`src/rtl/rob_pkg.sv`:
```
package rob_pkg;
  typedef enum logic [1:0] {
    K_ALU    = 2'd0,
    K_STORE  = 2'd1,
    K_BRANCH = 2'd2
  } kind_e;
endpackage

```
`src/rtl/rob_ptrs.sv`:
```
// Head/tail pointers of the circular buffer; an extra wrap bit per pointer
// separates full from empty.
module rob_ptrs #(
  parameter int DEPTH = 8,
  localparam int IW = (DEPTH > 1) ? $clog2(DEPTH) : 1
) (
  input  logic          clk,
  input  logic          rst_n,
  input  logic          push,
  input  logic          pop,
  input  logic          flush,
  output logic [IW-1:0] head_idx,
  output logic [IW-1:0] tail_idx,
  output logic          full,
  output logic          empty
);
  logic [IW-1:0] h_q, t_q;
  logic          hw_q, tw_q;

  function automatic logic [IW-1:0] step(input logic [IW-1:0] i);
    return (i == IW'(DEPTH - 1)) ? '0 : i + IW'(1);
  endfunction

  always_ff @(posedge clk or negedge rst_n) begin
    if (!rst_n) begin
      h_q <= '0; t_q <= '0; hw_q <= 1'b0; tw_q <= 1'b0;
    end else if (flush) begin
      h_q <= '0; t_q <= '0; hw_q <= 1'b0; tw_q <= 1'b0;
    end else begin
      if (push) begin
        t_q <= step(t_q);
        if (t_q == IW'(DEPTH - 1)) tw_q <= ~tw_q;
      end
      if (pop) begin
        h_q <= step(h_q);
        if (h_q == IW'(DEPTH - 1)) hw_q <= ~hw_q;
      end
    end
  end

  assign head_idx = h_q;
  assign tail_idx = t_q;
  assign empty    = (h_q == t_q) && (hw_q == tw_q);
  assign full     = (h_q == t_q) && (hw_q != tw_q);

  assert_no_overflow_R2: assert property (@(posedge clk) disable iff (!rst_n)
    push |-> !full);
  assert_no_underflow_R5: assert property (@(posedge clk) disable iff (!rst_n)
    pop |-> !empty);
  assert_tail_step_R1: assert property (@(posedge clk) disable iff (!rst_n)
    (push && !flush) |=> tail_idx == step($past(tail_idx)));
  assert_head_step_R5: assert property (@(posedge clk) disable iff (!rst_n)
    (pop && !flush) |=> head_idx == step($past(head_idx)));
  assert_flush_empties_R10: assert property (@(posedge clk) disable iff (!rst_n)
    flush |=> empty);
endmodule

```
`src/rtl/rob_map.sv`:
```
// Register rename map: which slot will produce each architectural register.
module rob_map #(
  parameter int NREG  = 16,
  parameter int DEPTH = 8,
  parameter int NSRC  = 2,
  localparam int RW = (NREG > 1) ? $clog2(NREG) : 1,
  localparam int IW = (DEPTH > 1) ? $clog2(DEPTH) : 1
) (
  input  logic                     clk,
  input  logic                     rst_n,
  input  logic                     flush,
  input  logic                     set_en,
  input  logic [RW-1:0]            set_reg,
  input  logic [IW-1:0]            set_tag,
  input  logic                     clr_en,
  input  logic [RW-1:0]            clr_reg,
  input  logic [IW-1:0]            clr_tag,
  input  logic [NSRC-1:0][RW-1:0]  look_reg,
  output logic [NSRC-1:0]          look_pend,
  output logic [NSRC-1:0][IW-1:0]  look_tag
);
  logic [NREG-1:0] busy_q;
  logic [IW-1:0]   tag_q [NREG];

  always_ff @(posedge clk or negedge rst_n) begin
    if (!rst_n) begin
      busy_q <= '0;
      for (int r = 0; r < NREG; r++) tag_q[r] <= '0;
    end else if (flush) begin
      busy_q <= '0;
    end else begin
      // Retirement clears only a mapping that still names the retiring slot;
      // a same-cycle rename is written afterwards and wins.
      if (clr_en && busy_q[clr_reg] && (tag_q[clr_reg] == clr_tag))
        busy_q[clr_reg] <= 1'b0;
      if (set_en) begin
        busy_q[set_reg] <= 1'b1;
        tag_q[set_reg]  <= set_tag;
      end
    end
  end

  for (genvar s = 0; s < NSRC; s++) begin : g_look
    assign look_pend[s] = busy_q[look_reg[s]];
    assign look_tag[s]  = tag_q[look_reg[s]];
  end

  assert_newer_rename_kept_R7: assert property (@(posedge clk) disable iff (!rst_n)
    (clr_en && !flush && busy_q[clr_reg] && (tag_q[clr_reg] != clr_tag))
      |=> busy_q[$past(clr_reg)]);
  assert_own_rename_cleared_R7: assert property (@(posedge clk) disable iff (!rst_n)
    (clr_en && !flush && (tag_q[clr_reg] == clr_tag) && !(set_en && set_reg == clr_reg))
      |=> !busy_q[$past(clr_reg)]);
endmodule

```
`src/rtl/rob_slots.sv`:
```
// Slot storage: per-slot fields, result capture and read ports.
module rob_slots
  import rob_pkg::*;
#(
  parameter int DEPTH = 8,
  parameter int NREG  = 16,
  parameter int DW    = 32,
  parameter int AW    = 32,
  parameter int NSRC  = 2,
  localparam int RW = (NREG > 1) ? $clog2(NREG) : 1,
  localparam int IW = (DEPTH > 1) ? $clog2(DEPTH) : 1
) (
  input  logic                     clk,
  input  logic                     rst_n,
  input  logic                     flush,
  input  logic                     alloc_en,
  input  logic [IW-1:0]            alloc_idx,
  input  kind_e                    alloc_kind,
  input  logic [RW-1:0]            alloc_dest,
  input  logic                     alloc_pt,
  input  logic                     wr_en,
  input  logic [IW-1:0]            wr_idx,
  input  logic [DW-1:0]            wr_val,
  input  logic [AW-1:0]            wr_addr,
  input  logic                     wr_exc,
  input  logic                     wr_taken,
  input  logic                     free_en,
  input  logic [IW-1:0]            free_idx,
  input  logic [IW-1:0]            head_idx,
  output kind_e                    h_kind,
  output logic [RW-1:0]            h_dest,
  output logic [DW-1:0]            h_val,
  output logic [AW-1:0]            h_addr,
  output logic                     h_rdy,
  output logic                     h_exc,
  output logic                     h_mispred,
  input  logic [NSRC-1:0][IW-1:0]  look_idx,
  output logic [NSRC-1:0]          look_rdy,
  output logic [NSRC-1:0][DW-1:0]  look_val
);
  kind_e         kind_q [DEPTH];
  logic [RW-1:0] dest_q [DEPTH];
  logic [DW-1:0] val_q  [DEPTH];
  logic [AW-1:0] addr_q [DEPTH];
  logic [DEPTH-1:0] rdy_q, exc_q, pt_q, at_q, busy_q;

  for (genvar i = 0; i < DEPTH; i++) begin : g_slot
    always_ff @(posedge clk or negedge rst_n) begin
      if (!rst_n) begin
        kind_q[i] <= K_ALU; dest_q[i] <= '0; val_q[i] <= '0; addr_q[i] <= '0;
        rdy_q[i] <= 1'b0; exc_q[i] <= 1'b0; pt_q[i] <= 1'b0; at_q[i] <= 1'b0;
        busy_q[i] <= 1'b0;
      end else if (flush) begin
        rdy_q[i]  <= 1'b0;
        busy_q[i] <= 1'b0;
      end else begin
        if (free_en && free_idx == IW'(i)) begin
          busy_q[i] <= 1'b0;
          rdy_q[i]  <= 1'b0;
        end
        if (alloc_en && alloc_idx == IW'(i)) begin
          kind_q[i] <= alloc_kind;
          dest_q[i] <= alloc_dest;
          pt_q[i]   <= alloc_pt;
          busy_q[i] <= 1'b1;
          rdy_q[i]  <= 1'b0;
          exc_q[i]  <= 1'b0;
        end
        if (wr_en && busy_q[i] && wr_idx == IW'(i)) begin
          val_q[i]  <= wr_val;
          addr_q[i] <= wr_addr;
          exc_q[i]  <= wr_exc;
          at_q[i]   <= wr_taken;
          rdy_q[i]  <= 1'b1;
        end
      end
    end

    assert_ready_sticky_R3: assert property (@(posedge clk) disable iff (!rst_n)
      (rdy_q[i] && !flush && !(free_en && free_idx == IW'(i))) |=> rdy_q[i]);
  end

  assign h_kind    = kind_q[head_idx];
  assign h_dest    = dest_q[head_idx];
  assign h_val     = val_q[head_idx];
  assign h_addr    = addr_q[head_idx];
  assign h_rdy     = rdy_q[head_idx];
  assign h_exc     = exc_q[head_idx];
  assign h_mispred = (kind_q[head_idx] == K_BRANCH) && (pt_q[head_idx] != at_q[head_idx]);

  for (genvar s = 0; s < NSRC; s++) begin : g_look
    assign look_rdy[s] = rdy_q[look_idx[s]];
    assign look_val[s] = val_q[look_idx[s]];
  end
endmodule

```
`src/rtl/rob_top.sv`:
```
module rob_top
  import rob_pkg::*;
#(
  parameter int DEPTH = 8,
  parameter int NREG  = 16,
  parameter int DW    = 32,
  parameter int AW    = 32,
  parameter int NSRC  = 2,
  localparam int RW = (NREG > 1) ? $clog2(NREG) : 1,
  localparam int IW = (DEPTH > 1) ? $clog2(DEPTH) : 1
) (
  input  logic                     clk,
  input  logic                     rst_n,
  input  logic                     alloc_valid,
  output logic                     alloc_ready,
  input  logic [1:0]               alloc_kind,
  input  logic [RW-1:0]            alloc_dest,
  input  logic                     alloc_pred_taken,
  input  logic                     rs_free,
  output logic [IW-1:0]            alloc_tag,
  input  logic [NSRC-1:0][RW-1:0]  src_reg,
  output logic [NSRC-1:0]          src_pend,
  output logic [NSRC-1:0][IW-1:0]  src_tag,
  output logic [NSRC-1:0]          src_hit,
  output logic [NSRC-1:0][DW-1:0]  src_value,
  input  logic                     cdb_valid,
  input  logic [IW-1:0]            cdb_tag,
  input  logic [DW-1:0]            cdb_value,
  input  logic [AW-1:0]            cdb_addr,
  input  logic                     cdb_exc,
  input  logic                     cdb_taken,
  output logic                     rf_we,
  output logic [RW-1:0]            rf_waddr,
  output logic [DW-1:0]            rf_wdata,
  output logic                     mem_we,
  output logic [AW-1:0]            mem_addr,
  output logic [DW-1:0]            mem_wdata,
  output logic                     exc_raise,
  output logic [IW-1:0]            exc_tag,
  output logic                     flush,
  output logic                     redirect_valid,
  output logic [AW-1:0]            redirect_pc
);
  logic [IW-1:0] head_idx, tail_idx;
  logic          full, empty;
  kind_e         a_kind, h_kind;
  logic [RW-1:0] h_dest;
  logic [DW-1:0] h_val;
  logic [AW-1:0] h_addr;
  logic          h_rdy, h_exc, h_mispred;
  logic          head_done, alloc_fire, retire, cdb_take;
  logic [NSRC-1:0] look_rdy;
  logic [NSRC-1:0][DW-1:0] look_val;

  assign a_kind = kind_e'(alloc_kind);

  // Retirement decode at the head
  assign head_done      = !empty && h_rdy;
  assign exc_raise      = head_done && h_exc;
  assign redirect_valid = head_done && !h_exc && h_mispred;
  assign flush          = exc_raise || redirect_valid;
  assign rf_we          = head_done && !h_exc && (h_kind == K_ALU);
  assign mem_we         = head_done && !h_exc && (h_kind == K_STORE);
  assign retire         = head_done && !flush;
  assign rf_waddr       = h_dest;
  assign rf_wdata       = h_val;
  assign mem_addr       = h_addr;
  assign mem_wdata      = h_val;
  assign exc_tag        = head_idx;
  assign redirect_pc    = h_addr;

  // Allocation stream and result capture
  assign alloc_ready = !full && rs_free && !flush;
  assign alloc_fire  = alloc_valid && alloc_ready;
  assign alloc_tag   = tail_idx;
  assign cdb_take    = cdb_valid && !flush;

  rob_ptrs #(.DEPTH(DEPTH)) u_ptrs (
    .clk(clk), .rst_n(rst_n), .push(alloc_fire), .pop(retire), .flush(flush),
    .head_idx(head_idx), .tail_idx(tail_idx), .full(full), .empty(empty)
  );

  rob_map #(.NREG(NREG), .DEPTH(DEPTH), .NSRC(NSRC)) u_map (
    .clk(clk), .rst_n(rst_n), .flush(flush),
    .set_en(alloc_fire && a_kind == K_ALU), .set_reg(alloc_dest), .set_tag(tail_idx),
    .clr_en(rf_we), .clr_reg(h_dest), .clr_tag(head_idx),
    .look_reg(src_reg), .look_pend(src_pend), .look_tag(src_tag)
  );

  rob_slots #(.DEPTH(DEPTH), .NREG(NREG), .DW(DW), .AW(AW), .NSRC(NSRC)) u_slots (
    .clk(clk), .rst_n(rst_n), .flush(flush),
    .alloc_en(alloc_fire), .alloc_idx(tail_idx), .alloc_kind(a_kind),
    .alloc_dest(alloc_dest), .alloc_pt(alloc_pred_taken),
    .wr_en(cdb_take), .wr_idx(cdb_tag), .wr_val(cdb_value), .wr_addr(cdb_addr),
    .wr_exc(cdb_exc), .wr_taken(cdb_taken),
    .free_en(retire), .free_idx(head_idx), .head_idx(head_idx),
    .h_kind(h_kind), .h_dest(h_dest), .h_val(h_val), .h_addr(h_addr),
    .h_rdy(h_rdy), .h_exc(h_exc), .h_mispred(h_mispred),
    .look_idx(src_tag), .look_rdy(look_rdy), .look_val(look_val)
  );

  for (genvar s = 0; s < NSRC; s++) begin : g_fwd
    assign src_hit[s]   = src_pend[s] && look_rdy[s];
    assign src_value[s] = look_val[s];
  end
endmodule

```
`config.mk`:
```
export PLATFORM = sky130hd
export DESIGN_NAME = rob_top
export DESIGN_NICKNAME = d
export VERILOG_FILES = /design/src/rtl/rob_pkg.sv /design/src/rtl/rob_ptrs.sv /design/src/rtl/rob_map.sv /design/src/rtl/rob_slots.sv /design/src/rtl/rob_top.sv
export SDC_FILE = /design/constraint.sdc
export NUM_CORES = 1
export LEC_CHECK = 0
export ABC_CLOCK_PERIOD_IN_PS = 12680
export BUFFER_PORTS_ARGS = -buffer_cell sky130_fd_sc_hd__buf_2
export CAP_MARGIN = 20
export CORE_MARGIN = 1
export CORE_UTILIZATION = 28
export DETAILED_ROUTE_END_ITERATION = 12
export PLACE_DENSITY = 0.49
export SLEW_MARGIN = 20
export SYNTH_ARGS = -nofsm -noshare
export SYNTH_HDL_FRONTEND = slang
export SYNTH_HIERARCHICAL = 1
export SYNTH_SLANG_ARGS = --single-unit
```
`constraint.sdc`:
```
create_clock -name clk -period 12.68 [get_ports clk]
set_clock_uncertainty 0.15 [all_clocks]
set_input_delay 0.634 -clock clk [delete_from_list [all_inputs] [get_ports clk]]
set_output_delay 0.634 -clock clk [all_outputs]
set_load 0.01 [all_outputs]
```
# Yosys cells after proc, flatten, opt, wreduce, memory -nomap -nowiden
# Cells that the tools add are included.
# word_totals
regBits,672
latch_bits,0
mem_bits_rw,0
romBits,0
wordCells,404
n_memories,0
# op_classes
add_sub_neg,2
n_mul,0
n_div,0
order_cmp,17
eq_ne,28
shift,0
mux,132
n_bitwise,13
n_reduce_logical,119
# ops
operator,n
32-bit binary-select mux with 3-bit select,4
32-bit two-way mux,8
1-bit two-way mux,81
16-bit two-way mux,4
1-bit logical AND,54
2-bit AND reduction,27
48-bit bitwise mux,1
3-bit two-way mux,13
3-bit binary-select mux with 4-bit select,3
"3-bit equality test, second input constant",12
4-bit nonzero test,8
2-bit nonzero test,12
3-bit nonzero test,8
"5-bit >= comparator, second input constant",4
"4-bit by 5-bit less-than comparator with 1-bit output, second input constant",4
4-bit inverter with 5-bit output,4
1-bit binary-select mux with 3-bit select,6
"3-bit by 2-bit equality test with 1-bit output, second input constant",6
16-bit AND,1
16-bit inverter,1
16-bit OR,1
1-bit binary-select mux with 4-bit select,3
4-bit binary-select mux with 3-bit select,1
3-bit demux with 4-bit select,1
21 further kinds,44

# Logic depth before layout (Yosys ltp)
# Gate-level depths: netlist (run 1).
# depth
depth_word,15
depth_mapped,15

# Modules after synthesis
# Netlist (run 1), hierarchy kept.
# by_module_without_submodules
mod,n_inst,cells_per_inst,area_per_inst_um2,seq_area_each_um2
rob_slots,1,1840,30823.3,15014.4
rob_map,1,316,4244.1,1601.5
rob_top,1,82,623.1,0.0
rob_ptrs,1,39,451.7,200.2

# Least setup slack after synthesis (run 1)
# No wires, ideal clock.
# synth_path
path_kind,input to output
start,input src_reg[0] (netlist bit)
end,output src_hit[0]
arrival_ns,3.703
path_slack_ns,8.193
path_stages,9
cell_sequence,clkbuf_1 > buf_2 > mux4_2 > mux4_2 > buf_2 > buf_2 > mux4_2 > mux2_2 > and2_1
# synth_lines
item,line,source
from (decl),rob_top.sv:21,"input logic [NSRC-1:0][RW-1:0] src_reg,"
to (decl),rob_top.sv:24,"output logic [NSRC-1:0] src_hit,"

# Final worst setup path (run 1)
# layout_path
start,"register u_ptrs.h_q[0], in the netlist u_ptrs/head_idx[0]"
end,register u_slots/val_q[83] (netlist bit)
# layout_via
word_cells_on_any_way,30
classes_between,eq/ne (3); mux (11); bitwise (2); reduce/logical (14)
# layout_lines
item,line,source
from (decl),rob_ptrs.sv:17,"logic [IW-1:0] h_q, t_q;"
from (signal assigned),rob_ptrs.sv:35,h_q <= step(h_q);
1-bit binary-select mux with 3-bit select (*),rob_slots.sv:88,assign h_exc = exc_q[head_idx];
1-bit two-way mux (implied by the code) (*),rob_slots.sv:88,
named net h_exc,rob_top.sv:50,"logic h_rdy, h_exc, h_mispred;"
1-bit zero test,rob_top.sv:60,assign redirect_valid = head_done && !h_exc && h_mispred;
1-bit logical AND (2 in a row),rob_top.sv:60,
1-bit logical OR (*),rob_top.sv:61,assign flush = exc_raise || redirect_valid;
1-bit zero test (*),rob_top.sv:76,assign cdb_take = cdb_valid && !flush;
1-bit logical AND (*),rob_top.sv:76,
named net cdb_take,rob_top.sv:51,"logic head_done, alloc_fire, retire, cdb_take;"
1-bit logical AND (*) (2 in a row),rob_slots.sv:69,if (wr_en && busy_q[i] && wr_idx == IW'(i)) begin
2-bit AND reduction (no line) (*),-,
"to (signal, indexed assignment)",rob_slots.sv:70,val_q[i] <= wr_val;
to (decl),rob_slots.sv:43,logic [DW-1:0] val_q [DEPTH];
# The timed path passes the listed nets; every way through them passes the cells marked *. The select of a mux whose other input is x is not followed.
# A chain may end at the register's enable or synchronous reset.

==> results of run 1 <==
path summary, 6_finish.rpt:
check / endpoint / slack [ns]
max in group asynchronous: u_slots/exc_q[5]$_DFFE_PN0P_ / 8.93
max reg2reg: u_slots/val_q[83]$_DFFE_PN0P_ / 5.95
min: u_slots/addr_q[168]$_DFFE_PN0P_ / 0.1
min in group asynchronous: u_slots/addr_q[102]$_DFFE_PN0P_ / 0.37
min reg2reg: u_slots/addr_q[183]$_DFFE_PN0P_ / 0.33
max: u_slots/val_q[83]$_DFFE_PN0P_ / 5.95
report_power, final:
part           total [mW]  switching (mW)  internal (mW)
sequential           3.80           0.723           3.07
clock                2.32           0.991           1.33
combinational        4.90            2.24           2.66
total                11.0            3.95           7.06
Yosys cell counts (5+ instances only):
| cell | n | share of area |
|---|---|---|
| mux2_2 | 703 | 0.22 |
| dfrtp_1 | 672 | 0.47 |
| mux4_2 | 329 | 0.21 |
| buf_2 | 80 | 0.011 |
| buf_4 | 75 | 0.016 |
| clkbuf_1 | 51 | 0.0053 |
| nand2_1 | 39 | 0.0041 |
| mux2_1 | 32 | 0.010 |
| mux2_4 | 28 | 0.012 |
| nor2_1 | 24 | 0.0025 |
| a21oi_1 | 21 | 0.0029 |
| nand3_1 | 20 | 0.0028 |
| nor2b_1 | 16 | 0.0028 |
| buf_1 | 15 | 0.0016 |
| a31oi_1 | 13 | 0.0023 |
| mux2i_1 | 13 | 0.0036 |
| a22oi_1 | 12 | 0.0025 |
| nand3b_1 | 10 | 0.0021 |
| o21ai_0 | 10 | 0.0014 |
| nand2b_1 | 8 | 0.0014 |
| nand4_1 | 7 | 0.0012 |
| nor3_1 | 6 | 0.00083 |
| inv_1 | 5 | 0.00052 |
| nor4_2 | 5 | 0.0017 |
cell type report:
class | count | area (sq um)
fill | 12380 | 86370
clock buffer | 118 | 2337
inverter | 7 | 26.28
antenna | 3 | 7.507
timing repair buffer | 343 | 1848
multi-input combinational | 1371 | 18050
tap | 1662 | 2079
sequential | 672 | 16830
clock inverter | 29 | 297.8
through the flow:
stage,cell area [sq um],power [mW],utilization
2_1_floorplan,36140,7.321,-
3_3_place_gp,38810,8.619,0.3036
3_5_place_dp,38820,8.787,0.3036
4_1_cts,41460,11.18,0.3243
5_1_grt,41470,11.68,0.3244
6_report,41480,11.02,0.3244
repair_timing:
action                                 4_1_cts  5_1_grt
endpoints found under the hold margin       88        0
hold buffers                                 1        0
gates resized for setup                      0        0
kinds of logic (layout without fill, tap and decap cells):
group,after synthesis,in the layout
muxes,1108,1108
adders and majority gates,4,4
xor gates and xnor gates,6,6
AOI/OAI and AO/OA,81,81
other,0,3
buffers and inverters,234,497
and+or+nand+nor,172,172
DFF,672,672
per-layer routing:
metal  global-route usage  vias to the layer above  wire length (microns)
li1                     -                     9203                      -
met5                    0                        -                     60
met2               0.2752                      633                  52280
met3              0.03082                      203                   4966
met1               0.2101                    11810                  45410
met4              0.05716                       12                   3063
sequential cells by signal, indices dropped and copies added (netlist names):
name and count:
u_slots/dest_q 32, u_slots/kind_q 16, u_ptrs/tail_idx 3, u_slots/val_q 256, u_slots/addr_q 256, u_slots/at_q 8
u_slots/pt_q 8, u_slots/busy_q 8, u_slots/exc_q 8, u_map/busy_q 16, u_ptrs/head_idx 3, u_slots/rdy_q 8
u_ptrs/hw_q 1, u_map/tag_q 48, u_ptrs/tw_q 1
worst max-delay path, cell delays in order (launching register included):
cell and delay, ns:
dfrtp_4 0.87, buf_4 0.79, buf_6 0.63, mux4_2 0.59, mux2_2 0.32, or2_4 0.29
a21boi_0 0.59, nor2b_1 0.30, nor3b_4 0.25, buf_4 0.55, buf_4 0.78, mux2_2 0.41
==> impl_metrics.toml, run 1 <==
[critical_path]
crit_type = "reg -> reg"
cp.required_ns = 13.09
worstReg2RegStart = "u_ptrs/head_idx[0]$_DFFE_PN0P_"
cp.arrival_ns = 7.14
ff2ff_path_depth = 11
crit_start = "u_ptrs/head_idx[0]$_DFFE_PN0P_"
start_kind = "register"
crit_path_end_kind = "register"
path_max_fanout = 48

[placement]
place_ws_ns = 5.467
hpwl_mm = 63.86
placed_cells = 4053
routabilityCongestion = 0.7746
io_buffer_count = 306

[cells_and_area]
nets = 2570
final_cell_mix = "703 x mux2_2, 669 x dfrtp_1, 324 x mux4_2"
final_cell_count_no_fill = 4205
syn_to_final_growth_pct = 14.76
drive_gt1_frac = 0.6157
final_common_cell = "mux2_2"

[min_path]
holdPathStages = 2
worstHoldStart = "cdb_addr[8]"
hp-class = "in -> reg"

[grt]
track_usage = 0.1636
grt_remaining_overflow = 0
grt_antenna_before_repair = 19
grt_pass1_vias = 23930
grt_max_degree = 169
grt_first_pass_wirelength_mm = 159.7

[synthesis]
yosysUniqueCellTypes = 69
yosysWarnings = 6
synthArstFlopShare = 1.000
synth_area_sq_um = 36140
muxShareOfSynthArea = 0.4514
synth-main-ff-cell = "dfrtp_1"
synth.avg_cell_area_sq_um = 15.87
synthCells = 2277
synthAdderAreaFrac = 0.001385
ys_seq_elements = 672
synth-compound-area-share = 0.01568
synth_edf_count = 0
syn_nets = 2370
synth_top_family_by_area = "multiplexers"
synth_xor_area_frac = 0.001454
yosys.area_share.simple = 0.02797
synth_seq_area_share = 0.4653

[floorplanning]
num_rows = 131
start_util = 0.2827
die-area_sq_um = 130500
die_x_microns = 361.3
die_h_microns = 361.3
ios = 307
core_sq_um = 127800

[pwr]
ir_drop_uv = 104.7
powerDensity_nw_per_um2 = 265.6
power_leakage_nw = 17.72

[routing]
wl_per_cell_microns = 25.16
drt_wl_total_mm = 105.8
dr.pass1.iters = 7
vias = 21860
ant_nets = 0
viasPerCell = 5.199
drt_iter0_drc = 1280
drc = 0

[sta]
slew_viol_final = 0
fin_crit_ns = 6.729
final_hold_viol_count = 0
setup_ws_ns = 5.951
setup_violations = 0
worst_pin_slew_ns = 1.147
rsz0062_at_grt = "false"
max_freq_ghz = 0.1486
post-route-period-util = 0.5307
slew_headroom = 0.2290
whs_ns = 0.09626
tns_ns = 0

[clocking]
htree_levels = 3
cts_buffers = 82
clockBufferDepth = 3
cts_sinks = 672
cts_root_buf = "clkbuf_16"
post_cts.repair.setup_buffers = 0
cts_tree = "yes"
cts.clk_slew.worst_paths_ns = 0.06
insertion_delay_ns = 0.70

[run_status]
status = "completed"

[run]
drv_cap = 0
(Power assumes the default switching activity.)
==> inputs of run 2 (changes only) <==
- ABC_AREA: unset -> 1
- ABC_CLOCK_PERIOD_IN_PS: 12680 -> 6150
- PLACE_DENSITY: 0.49 -> 0.51
- clock period: 12.68 -> 6.15 ns (I/O delays scaled with it)
==> run 2 against run 1 <==
Die area up 1.5%; critical path depth up 6; sequential power up 100%; clock power up 110%; combinational power up 98%; final cell count up 66%; global-route usage up 3.7 points; via count up 61%; largest power group unchanged.
==> impl_metrics.toml, run 2 <==
[run_status]
status = "completed"

[min_path]
hold_end = "u_slots/val_q[191]$_DFFE_PN0P_"
holdPathStages = 3
hp-class = "in -> reg"
worstHoldStart = "cdb_value[31]"

[cells_and_area]
final_common_cell = "o21ai_0"
syn_to_final_growth_pct = 15.83
drive_gt1_frac = 0.1055
final-seq-area_sq_um = 16830
multi_input_area_sq_um = 16840
nets = 5270
reg_top3 = "u_slots/addr_q (256), u_slots/val_q (256), u_map/tag_q (48)"
fillers = 14050
final_cell_mix = "1391 x o21ai_0, 1347 x nand2_1, 669 x dfrtp_1"

[clocking]
cts_sinks = 672
htree_levels = 3
clockBufferDepth = 3
cts.clk_slew.worst_paths_ns = 0.06
post_cts.repair.setup_buffers = 0
hold_buffers = 76
cts_buffers = 82
cts_root_buf = "clkbuf_16"
cts.repair.resized = 0
insertion_delay_ns = 0.65
cts_tree = "yes"

[grt]
grt_remaining_overflow = 0
grt_first_pass_wirelength_mm = 206.8
grt_max_degree = 157
grt_pass1_vias = 33280
track_usage = 0.2007
grt_antenna_before_repair = 4

[routing]
drc = 0
vias = 35260
viasPerCell = 5.049
dr.pass1.iters = 6
wl_per_cell_microns = 19.31
ant_nets = 0
drt_wl_total_mm = 134.9
drt_iter0_drc = 3355

[synthesis]
synth-main-ff-cell = "dfrtp_1"
synth_area_leaders = "dfrtp_1 46%, o21ai_0 19%, nand2_1 14%"
synth_area_sq_um = 36670
synth.avg_cell_area_sq_um = 7.196
synthCells = 5096
synth.top_cells.by_count = "1391 x o21ai_0, 1353 x nand2_1, 672 x dfrtp_1"
yosysUniqueCellTypes = 41
synth_edf_count = 0
synth_seq_area_share = 0.4586
yosysWarnings = 6
synth_top_area_share = 0.4586
ys_seq_elements = 672
synthArstFlopShare = 1.000
syn_nets = 5189
synth_top_area_cell = "dfrtp_1"
synth_most_common_cell = "o21ai_0"

[floorplanning]
core_sq_um = 129600
die_x_microns = 363.9
num_rows = 132
start_util = 0.2828
die-area_sq_um = 132400
die_h_microns = 363.9
ios = 307

[run]
drv_cap = 0

[sta]
whs_ns = 0.06328
worst_pin_slew_ns = 1.163
setup_violations = 0
rsz0062_at_grt = "false"
tns_ns = 0
final_hold_viol_count = 0
max_freq_ghz = 0.2229
slew_headroom = 0.2236
fin_crit_ns = 4.487
slew_viol_final = 0
post-route-period-util = 0.7296

[pwr]
power_leakage_nw = 19.87
powerDensity_nw_per_um2 = 524.9
ir_drop_uv = 323.4

[critical_path]
crit_path_end_kind = "register"
cp.required_ns = 6.50
crit_type = "reg -> reg"
start_kind = "register"
worstReg2RegStart = "u_ptrs/head_idx[0]$_DFFE_PN0P_"
path_max_fanout = 124
cp.arrival_ns = 4.83
rrSetupSlack_ns = 1.66
worstReg2RegEnd = "u_map/tag_q[46]$_DFFE_PN0P_"
ff2ff_path_depth = 17

[placement]
hpwl_mm = 77.79
routabilityCongestion = 0.8641
io_buffer_count = 306
-- run 2: cell types whose count changed after synthesis, moves of 70 or more --
cell / delta
o21ai_0: +1381
nand2_1: +1314
mux2_2: -703
nor2_1: +396
mux4_2: -329
inv_1: +252
a21oi_1: +240
clkbuf_1: +193
o22ai_1: +76
o21ai_1: +70
-- run 2: cell type report --
cell class                 count  area share
multi-input combinational   3713      0.3964
sequential                   672      0.3962
timing repair buffer         439     0.06967
clock buffer                 120     0.05665
tap                         1742     0.05131
inverter                     269     0.02404
clock inverter                27    0.005656
antenna                        2   0.0001178
-- run 2: kinds of logic after synthesis --
| logic type | Yosys count | synth area share |
|---|---|---|
| fa+ha+maj | 4 | 0.001365 |
| flops | 672 | 0.4586 |
| compound gates | 1831 | 0.2553 |
| xor+xnor | 4 | 0.0009555 |
| simple gates | 1874 | 0.1989 |
| buf+inv | 711 | 0.08489 |
-- run 2: worst max path at each step --
| stage | to | start | cells after the start | slack, ns |
|---|---|---|---|---|
| after global placement | u_map/tag_q[43]$_DFFE_PN0P_ | u_ptrs/head_idx[0]$_DFFE_PN0P_ | 17 | 1.84 |
| after detailed placement | u_slots/dest_q[16]$_DFFE_PN0P_ | u_ptrs/head_idx[0]$_DFFE_PN0P_ | 13 | 1.76 |
| final | u_map/tag_q[46]$_DFFE_PN0P_ | u_ptrs/head_idx[0]$_DFFE_PN0P_ | 17 | 1.66 |
| after CTS | src_value[33] | u_map/tag_q[31]$_DFFE_PN0P_ | 13 | 1.63 |
| after global routing | u_map/tag_q[35]$_DFFE_PN0P_ | u_ptrs/head_idx[0]$_DFFE_PN0P_ | 17 | 1.32 |
| after floorplan | u_slots/rdy_q[0]$_DFFE_PN0P_ | u_ptrs/head_idx[0]$_DFFE_PN0P_ | 17 | 2.88 |
-- run 2: worst max-delay path, stage by stage (launching register included) --
cell	delay [ns]
dfrtp_4	0.67
inv_8	0.63
nand2_1	0.13
nand3_1	0.13
nand3_1	0.09
nand2_1	0.10
nand2_1	0.05
nand2_1	0.10
nor2_1	0.10
o21ai_2	0.16
inv_1	0.11
buf_4	0.26
inv_2	0.07
nand2_1	0.09
nor3_1	0.73
nand2_1	0.47
nand2_1	0.15
o21ai_1	0.08
-- run 2: metal layers --
| metal | global-route usage | part of all wire | vias to the layer above |
|---|---|---|---|
| met5 | 0 | 0.000096 | - |
| met4 | 0.06155 | 0.028 | 2 |
| met3 | 0.02809 | 0.059 | 209 |
| met2 | 0.3194 | 0.45 | 1218 |
| met1 | 0.2804 | 0.46 | 16880 |
| li1 | - | - | 16950 |
-- run 2: where the power goes --
part,total (mW),switching [mW],internal (mW)
sequential,7.74,1.41,6.33
clock,4.84,2.00,2.84
combinational,9.71,6.50,3.21
total,22.3,9.92,12.4
-- run 2: through the flow --
| step | utilization | instances | power [mW] | area [sq um] | setup slack [ns] |
|---|---|---|---|---|---|
| after floorplan | - | 5096 | 14.33 | 36670 | 2.879 |
| after global routing | 0.3276 | 6984 | 24.17 | 42480 | 1.321 |
| final | 0.3276 | 6984 | 22.30 | 42480 | 1.663 |
| after detailed placement | 0.3012 | 6759 | 17.44 | 39050 | 1.758 |
| after CTS | 0.3275 | 6982 | 22.44 | 42460 | 1.627 |
| after global placement | 0.3012 | 6759 | 17.32 | 39050 | 1.843 |
